### config.mk
export PLATFORM = sky130hd
export DESIGN_NAME = irq_router
export DESIGN_NICKNAME = d
export VERILOG_FILES = /design/src/rtl/irq_router_pkg.sv /design/src/rtl/irq_entry_bank.sv /design/src/rtl/irq_pin_tracker.sv /design/src/rtl/irq_rr_arbiter.sv /design/src/rtl/irq_router.sv
export SDC_FILE = /design/constraint.sdc
export NUM_CORES = 2
export LEC_CHECK = 0
export ABC_AREA = 1
export BUFFER_PORTS_ARGS = -buffer_cell sky130_fd_sc_hd__buf_2
export CORE_MARGIN = 2
export CORE_UTILIZATION = 45
export DETAILED_ROUTE_END_ITERATION = 7
export HOLD_SLACK_MARGIN = 0.05
export SETUP_SLACK_MARGIN = 0.3
export SLEW_MARGIN = 20
export SYNTH_ARGS = -nofsm -noshare
export SYNTH_HDL_FRONTEND = slang
export SYNTH_SLANG_ARGS = --single-unit
export TNS_END_PERCENT = 50
### constraint.sdc
create_clock -name clk -period 7.4 [get_ports clk]
set_clock_uncertainty 0.1 [all_clocks]
set_input_delay 1.48 -clock clk [delete_from_list [all_inputs] [get_ports clk]]
set_output_delay 1.48 -clock clk [all_outputs]
set_load 0.05 [all_outputs]
### src/rtl/irq_router_pkg.sv
package irq_router_pkg;

  localparam int VEC_W     = 8;
  localparam int DLV_W     = 3;
  localparam int DEST_W    = 8;
  localparam int ENTRY_W   = 64;

  localparam int DLV_LSB   = 8;
  localparam int DMODE_BIT = 11;
  localparam int STAT_BIT  = 12;
  localparam int POL_BIT   = 13;
  localparam int RACC_BIT  = 14;
  localparam int TRIG_BIT  = 15;
  localparam int MASK_BIT  = 16;
  localparam int DEST_LSB  = 56;

  typedef struct packed {
    logic [DEST_W-1:0] dest;
    logic              mask;
    logic              trig;     // 1 = level
    logic              pol;      // 1 = active low
    logic              logical;
    logic [DLV_W-1:0]  dlv;
    logic [VEC_W-1:0]  vec;
  } irq_cfg_t;

  function automatic irq_cfg_t unpack_entry(input logic [ENTRY_W-1:0] d);
    irq_cfg_t c;
    c.dest    = d[DEST_LSB +: DEST_W];
    c.mask    = d[MASK_BIT];
    c.trig    = d[TRIG_BIT];
    c.pol     = d[POL_BIT];
    c.logical = d[DMODE_BIT];
    c.dlv     = d[DLV_LSB +: DLV_W];
    c.vec     = d[VEC_W-1:0];
    return c;
  endfunction

  function automatic logic [ENTRY_W-1:0] pack_entry(input irq_cfg_t c,
                                                     input logic st,
                                                     input logic racc);
    logic [ENTRY_W-1:0] d;
    d                        = '0;
    d[DEST_LSB +: DEST_W]    = c.dest;
    d[MASK_BIT]              = c.mask;
    d[TRIG_BIT]              = c.trig;
    d[RACC_BIT]              = racc;
    d[POL_BIT]               = c.pol;
    d[STAT_BIT]              = st;
    d[DMODE_BIT]             = c.logical;
    d[DLV_LSB +: DLV_W]      = c.dlv;
    d[VEC_W-1:0]             = c.vec;
    return d;
  endfunction

endpackage

### src/rtl/irq_entry_bank.sv
module irq_entry_bank
  import irq_router_pkg::*;
#(
  parameter int N_PINS = 24,
  parameter int IDX_W  = $clog2(N_PINS)
) (
  input  logic                      clk,
  input  logic                      rst_n,
  input  logic                      wr_en,
  input  logic [IDX_W-1:0]          wr_idx,
  input  logic [ENTRY_W-1:0]        wr_data,
  output irq_cfg_t [N_PINS-1:0]     cfg_o
);

  irq_cfg_t [N_PINS-1:0] cfg_q;
  irq_cfg_t [N_PINS-1:0] cfg_d;
  irq_cfg_t              wr_cfg;

  assign wr_cfg = unpack_entry(wr_data);

  for (genvar i = 0; i < N_PINS; i++) begin : g_entry
    logic sel;
    assign sel = wr_en && (wr_idx == IDX_W'(i));

    always_comb begin
      cfg_d[i] = cfg_q[i];
      if (sel) cfg_d[i] = wr_cfg;
    end

    always_ff @(posedge clk or negedge rst_n) begin
      if (!rst_n) begin
        cfg_q[i]      <= '0;
        cfg_q[i].mask <= 1'b1;
      end else if (sel) begin
        cfg_q[i] <= cfg_d[i];
      end
    end

    AST_WRITE_LANDS: assert property (@(posedge clk) disable iff (!rst_n)
      sel |=> (cfg_q[i].vec == $past(wr_data[VEC_W-1:0])) &&
              (cfg_q[i].dest == $past(wr_data[DEST_LSB +: DEST_W])));
  end

  assign cfg_o = cfg_q;

endmodule

### src/rtl/irq_pin_tracker.sv
module irq_pin_tracker
  import irq_router_pkg::*;
(
  input  logic     clk,
  input  logic     rst_n,
  input  logic     pin_i,
  input  irq_cfg_t cfg_i,
  input  logic     busy_i,     // this pin's message is presented
  input  logic     load_i,     // this pin is loaded into the output stage
  input  logic     accept_i,   // this pin's message completes its handshake
  input  logic     eoi_hit_i,  // end-of-interrupt with this entry's vector
  output logic     req_o,
  output logic     racc_o,
  output logic     status_o
);

  logic act;
  logic prev_q, prev_d;
  logic pend_q, pend_d;
  logic racc_q, racc_d;
  logic edge_det;

  assign act      = pin_i ^ cfg_i.pol;
  assign edge_det = act & ~prev_q;

  always_comb begin
    prev_d = act;

    pend_d = pend_q;
    if (cfg_i.mask || cfg_i.trig) pend_d = 1'b0;
    else if (edge_det)            pend_d = 1'b1;
    else if (load_i)              pend_d = 1'b0;

    racc_d = racc_q;
    if (!cfg_i.trig)     racc_d = 1'b0;
    else if (accept_i)   racc_d = 1'b1;
    else if (eoi_hit_i)  racc_d = 1'b0;
  end

  always_ff @(posedge clk or negedge rst_n) begin
    if (!rst_n) begin
      prev_q <= 1'b0;
      pend_q <= 1'b0;
      racc_q <= 1'b0;
    end else begin
      prev_q <= prev_d;
      pend_q <= pend_d;
      racc_q <= racc_d;
    end
  end

  assign req_o    = ~busy_i & (cfg_i.trig ? (act & ~cfg_i.mask & ~racc_q) : pend_q);
  assign racc_o   = racc_q;
  assign status_o = req_o | busy_i;

  AST_MASK_DROPS: assert property (@(posedge clk) disable iff (!rst_n)
    cfg_i.mask |=> !pend_q);

  AST_ACCEPT_SETS_RACC: assert property (@(posedge clk) disable iff (!rst_n)
    (accept_i && cfg_i.trig) |=> racc_q);

  AST_EOI_CLEARS: assert property (@(posedge clk) disable iff (!rst_n)
    (eoi_hit_i && !accept_i && racc_q) |=> !racc_q);

endmodule

### src/rtl/irq_rr_arbiter.sv
module irq_rr_arbiter #(
  parameter int N_PINS = 24,
  parameter int IDX_W  = $clog2(N_PINS)
) (
  input  logic              clk,
  input  logic              rst_n,
  input  logic [N_PINS-1:0] req_i,
  input  logic              advance_i,
  output logic              gnt_any_o,
  output logic [IDX_W-1:0]  gnt_idx_o
);

  localparam logic [IDX_W-1:0] LAST = IDX_W'(N_PINS - 1);

  logic [IDX_W-1:0] ptr_q, ptr_d;

  always_comb begin
    gnt_any_o = 1'b0;
    gnt_idx_o = '0;
    for (int k = 0; k < N_PINS; k++) begin
      int cand;
      cand = int'(ptr_q) + k;
      if (cand >= N_PINS) cand = cand - N_PINS;
      if (!gnt_any_o && req_i[cand]) begin
        gnt_any_o = 1'b1;
        gnt_idx_o = IDX_W'(cand);
      end
    end
  end

  always_comb begin
    ptr_d = ptr_q;
    if (advance_i) ptr_d = (gnt_idx_o == LAST) ? '0 : gnt_idx_o + 1'b1;
  end

  always_ff @(posedge clk or negedge rst_n) begin
    if (!rst_n)         ptr_q <= '0;
    else if (advance_i) ptr_q <= ptr_d;
  end

  AST_GNT_IS_REQ: assert property (@(posedge clk) disable iff (!rst_n)
    gnt_any_o |-> req_i[gnt_idx_o]);

  AST_NO_REQ_NO_GNT: assert property (@(posedge clk) disable iff (!rst_n)
    (req_i == '0) |-> !gnt_any_o);

endmodule

### src/rtl/irq_router.sv
module irq_router
  import irq_router_pkg::*;
#(
  parameter int N_PINS = 24,
  parameter int IDX_W  = $clog2(N_PINS)
) (
  input  logic              clk,
  input  logic              rst_n,
  input  logic [N_PINS-1:0] irq_pin,
  input  logic              cfg_we,
  input  logic [IDX_W-1:0]  cfg_addr,
  input  logic [63:0]       cfg_wdata,
  output logic [63:0]       cfg_rdata,
  input  logic              eoi_valid,
  input  logic [7:0]        eoi_vector,
  output logic              msg_valid,
  input  logic              msg_ready,
  output logic [7:0]        msg_vector,
  output logic [2:0]        msg_dlv,
  output logic              msg_logical,
  output logic [7:0]        msg_dest
);

  irq_cfg_t [N_PINS-1:0] cfg;
  logic [N_PINS-1:0]     req, racc, status, busy, accept, load_pin, eoi_hit;
  logic                  gnt_any, load;
  logic [IDX_W-1:0]      gnt_idx;
  irq_cfg_t              gcfg;

  logic                  out_valid_q, out_valid_d;
  logic [IDX_W-1:0]      out_pin_q, out_pin_d;
  logic [VEC_W-1:0]      out_vec_q, out_vec_d;
  logic [DLV_W-1:0]      out_dlv_q, out_dlv_d;
  logic                  out_log_q, out_log_d;
  logic [DEST_W-1:0]     out_dest_q, out_dest_d;

  irq_entry_bank #(.N_PINS(N_PINS), .IDX_W(IDX_W)) i_bank (
    .clk     (clk),
    .rst_n   (rst_n),
    .wr_en   (cfg_we),
    .wr_idx  (cfg_addr),
    .wr_data (cfg_wdata),
    .cfg_o   (cfg)
  );

  for (genvar i = 0; i < N_PINS; i++) begin : g_pin
    assign busy[i]     = out_valid_q && (out_pin_q == IDX_W'(i));
    assign accept[i]   = busy[i] && msg_ready;
    assign load_pin[i] = load && (gnt_idx == IDX_W'(i));
    assign eoi_hit[i]  = eoi_valid && (eoi_vector == cfg[i].vec) && cfg[i].trig;

    irq_pin_tracker i_trk (
      .clk       (clk),
      .rst_n     (rst_n),
      .pin_i     (irq_pin[i]),
      .cfg_i     (cfg[i]),
      .busy_i    (busy[i]),
      .load_i    (load_pin[i]),
      .accept_i  (accept[i]),
      .eoi_hit_i (eoi_hit[i]),
      .req_o     (req[i]),
      .racc_o    (racc[i]),
      .status_o  (status[i])
    );
  end

  irq_rr_arbiter #(.N_PINS(N_PINS), .IDX_W(IDX_W)) i_arb (
    .clk       (clk),
    .rst_n     (rst_n),
    .req_i     (req),
    .advance_i (load),
    .gnt_any_o (gnt_any),
    .gnt_idx_o (gnt_idx)
  );

  assign load = gnt_any && (!out_valid_q || msg_ready);
  assign gcfg = cfg[gnt_idx];

  always_comb begin
    out_valid_d = out_valid_q;
    out_pin_d   = out_pin_q;
    out_vec_d   = out_vec_q;
    out_dlv_d   = out_dlv_q;
    out_log_d   = out_log_q;
    out_dest_d  = out_dest_q;
    if (load) begin
      out_valid_d = 1'b1;
      out_pin_d   = gnt_idx;
      out_vec_d   = gcfg.vec;
      out_dlv_d   = gcfg.dlv;
      out_log_d   = gcfg.logical;
      out_dest_d  = gcfg.logical ? gcfg.dest : {4'b0000, gcfg.dest[3:0]};
    end else if (msg_ready) begin
      out_valid_d = 1'b0;
    end
  end

  always_ff @(posedge clk or negedge rst_n) begin
    if (!rst_n) out_valid_q <= 1'b0;
    else        out_valid_q <= out_valid_d;
  end

  always_ff @(posedge clk or negedge rst_n) begin
    if (!rst_n) begin
      out_pin_q  <= '0;
      out_vec_q  <= '0;
      out_dlv_q  <= '0;
      out_log_q  <= 1'b0;
      out_dest_q <= '0;
    end else if (load) begin
      out_pin_q  <= out_pin_d;
      out_vec_q  <= out_vec_d;
      out_dlv_q  <= out_dlv_d;
      out_log_q  <= out_log_d;
      out_dest_q <= out_dest_d;
    end
  end

  assign msg_valid   = out_valid_q;
  assign msg_vector  = out_vec_q;
  assign msg_dlv     = out_dlv_q;
  assign msg_logical = out_log_q;
  assign msg_dest    = out_dest_q;

  always_comb begin
    cfg_rdata = '0;
    if (int'(cfg_addr) < N_PINS)
      cfg_rdata = pack_entry(cfg[cfg_addr], status[cfg_addr], racc[cfg_addr]);
  end

  AST_HOLD_STABLE: assert property (@(posedge clk) disable iff (!rst_n)
    (msg_valid && !msg_ready) |=> msg_valid && $stable(msg_vector) &&
                                  $stable(msg_dest) && $stable(msg_dlv));

  AST_PHYS_NARROW: assert property (@(posedge clk) disable iff (!rst_n)
    (msg_valid && !msg_logical) |-> (msg_dest[7:4] == 4'b0000));

  AST_ONE_BUSY: assert property (@(posedge clk) disable iff (!rst_n)
    $onehot0(busy));

  AST_SEND_NOT_BLOCKED: assert property (@(posedge clk) disable iff (!rst_n)
    load |-> !(cfg[gnt_idx].trig && racc[gnt_idx]));

endmodule

==> metrics.yaml <==
setup_violations: 0
crit_slowest_cell: "dfrtp_2"
synth_cell_types: 62
drt_iter0_markers: 5568
period_needed_ns: 6.58
syn2layout_area_growth_pct: 9.97
hold_viol_final: 0
detail_route.wl_per_cell_um: 24.3
globalRouteTotalUtil_pct: 36.0
path_class: "reg2reg"
overflow: 0
clk_latency_ns: 0.65
final_nets: 6009
ios: 191
crit_top_cell: "nand2_1"
multiInputGateArea_mm2: 0.0214
synth_ff_type: "dfrtp_1"
clk_pin_slew_ns: 0.06
dieArea_mm2: 0.0946
synth_seq_cells: 655
clk_path_buf_depth: 3
yosysWarnings: 0
dp_cells: 6966
grt_pass1_wl_um: 256000
die_x_um: 308
synth_top_cell_by_area: "dfrtp_1"
synth_area_per_cell_um2: 6.99
start_kind: "flop"
drv_slew: 0
numCtsBuffers: 75
place_congestion: 0.969
vias_per_cell: 5.97
synth-edff-count: 0
wirelength_um: 173000
relSlewSlack_pct: 20.1
fillers: 9256
ys_top_cells_by_area: "dfrtp_1 (38%), nand2_1 (18%), o21ai_0 (8.9%)"
synth_area_mm2: 0.0415
initial_utilization_pct: 45.3
async_reset_ff_share_pct: 100
rsz0062_at_grt: "no"
first_pass_iters: 7
arrival_ns: 7.01
grt_start_max_net_pins: 188
period_share_pct: 88.9
synth-seq-area-share_pct: 39.6
htree_levels: 3
fp.dieH_um: 308
yosysTopAreaCellShare_pct: 38.1
ant_nets: 0
drcViolationCount: 0
tightest_slew_ns: 1.19
coreArea_mm2: 0.0915
hp-class: "reg2reg"
seqCellArea_mm2: 0.0164
placementRows: 111
crit_path_max_incr_delay_ns: 0.70
fin_setup_tns_ns: 0
antenna_found_initial: 6
cap_violations: 0
crit_required_ns: 7.83
crit_fanout: 94
run_status: "completed"
cts_tree: "yes"
critPathCaptureType: "flop"
synth_common_cells: "nand2_1 (1969), o21ai_0 (740), dfrtp_1 (631)"
holdBufCountCts: 0
fin_cells: 7105
io_buffers: 110
place_ws_ns: 0.367
grt_pass1_vias: 39200
cts_sinks: 655
dp_hpwl_um: 113000
clock.fmax_mhz: 152
root_buffer: "clkbuf_16"
syn_inst: 5931
synth.most_common_cell: "nand2_1"
drive_gt1_share_pct: 8.74
final_util_pct: 49.8
fin_ws_ns: 0.821
vias: 42400
==> metrics by stage <==
stage | hold slack [ns] | area (um^2)
after global routing | 0.402 | 45600
after global placement | 0.350 | 43000
after detailed placement | 0.364 | 43000
after floorplan | 0.333 | 41600
final | 0.370 | 45600
after CTS | 0.371 | 45500
==> logic make-up after synthesis <==
logic type	count (synthesis)	synth area share (%)
adder cells (fa/ha/maj)	43	1.30
AND/OR/NAND/NOR	2750	27.3
flip-flops	655	39.6
AO/OA/AOI/OAI	1441	20.3
XOR/XNOR	79	1.80
buffers and inverters	962	9.74
other	1	0.00904
==> layer usage <==
| metal | track usage (%) | routed length [um] | up-vias |
|---|---|---|---|
| li1 | - | - | 19500 |
| met1 | 48.7 | 68800 | 20100 |
| met2 | 55.4 | 76300 | 2386 |
| met3 | 5.43 | 16700 | 527 |
| met4 | 20.0 | 10900 | 6 |
| met5 | 0 | 42 | - |
==> final timing paths <==
| check | from | endpoint | slack [ns] | cells past startpoint |
|---|---|---|---|---|
| setup / recovery | i_arb.ptr_q[2] | msg_vector[7] | 0.82 | 36 |
| hold / removal | i_bank.cfg_o[358] | g_pin[15].i_trk.pend_q | 0.37 | 1 |
| setup reg to reg | i_arb.ptr_q[2] | msg_vector[7] | 0.82 | 36 |
| hold reg to reg | i_bank.cfg_o[358] | g_pin[15].i_trk.pend_q | 0.37 | 1 |
| max in group asynchronous | rst_n | i_bank.cfg_o[176] | 4.91 | 3 |
| min in group asynchronous | rst_n | i_bank.cfg_o[546] | 0.71 | 1 |
==> timing repair <==
action,in CTS,in global routing
endpoints found under the setup margin,0,27
resized for setup,0,7
setup buffers,0,1
==> final cells by class <==
class | count | share of cell area, %
clock inverters | 32 | 0.790
well taps | 1186 | 3.25
multi-input cells | 4352 | 46.8
repair buffers | 244 | 4.14
flip-flops and latches | 655 | 36.0
inverters | 532 | 4.40
diodes | 2 | 0.0110
clock buffers | 102 | 4.58
==> cells in the final DEF, fill, tap and decap left out, types with 24 or more instances in the layout <==
| cell | netlist | routed |
|---|---|---|
| nor2_1 | 192 | 185 |
| nand2_2 | 9 | 25 |
| nand4_1 | 41 | 41 |
| o21ai_0 | 740 | 740 |
| dfstp_2 | 24 | 24 |
| o21ai_1 | 105 | 104 |
| nand2_1 | 1969 | 1944 |
| a21oi_1 | 158 | 158 |
| conb_1 | 1 | 39 |
| a221oi_1 | 31 | 31 |
| inv_1 | 491 | 489 |
| xnor2_1 | 27 | 27 |
| buf_4 | 63 | 109 |
| nor3_1 | 64 | 64 |
| o211ai_1 | 30 | 30 |
| ha_1 | 43 | 43 |
| o2111ai_1 | 46 | 46 |
| nand3_1 | 406 | 404 |
| a22oi_1 | 124 | 124 |
| inv_2 | 33 | 30 |
| clkbuf_16 | 0 | 77 |
| xor2_1 | 46 | 46 |
| buf_2 | 57 | 109 |
| dfrtp_1 | 631 | 629 |
| o22ai_1 | 80 | 80 |
==> sequential cells by signal, summed over array words and instances, names as in the netlist <==
register / flops
g_pin.i_trk.racc_o: 24
msg_valid: 1
i_arb.ptr_q: 5
msg_vector: 8
g_pin.i_trk.prev_q: 24
msg_logical: 1
g_pin.i_trk.pend_q: 24
msg_dest: 8
out_pin_q: 5
i_bank.cfg_o: 552
msg_dlv: 3
==> worst max-delay path, delay by kind of cell, from the launching register on <==
family                     cells  cell delay, ns
and+or+nand+nor               28            3.83
DFF                            1            0.70
adders and majority gates      2            0.60
buffers and inverters          4            0.52
xor gates and xnor gates       1            0.28
AOI/OAI and AO/OA              1            0.26
Power is left out: the tool's default activity adds up to more than one toggle a clock period on the data nets, which glitch-free logic cannot reach.
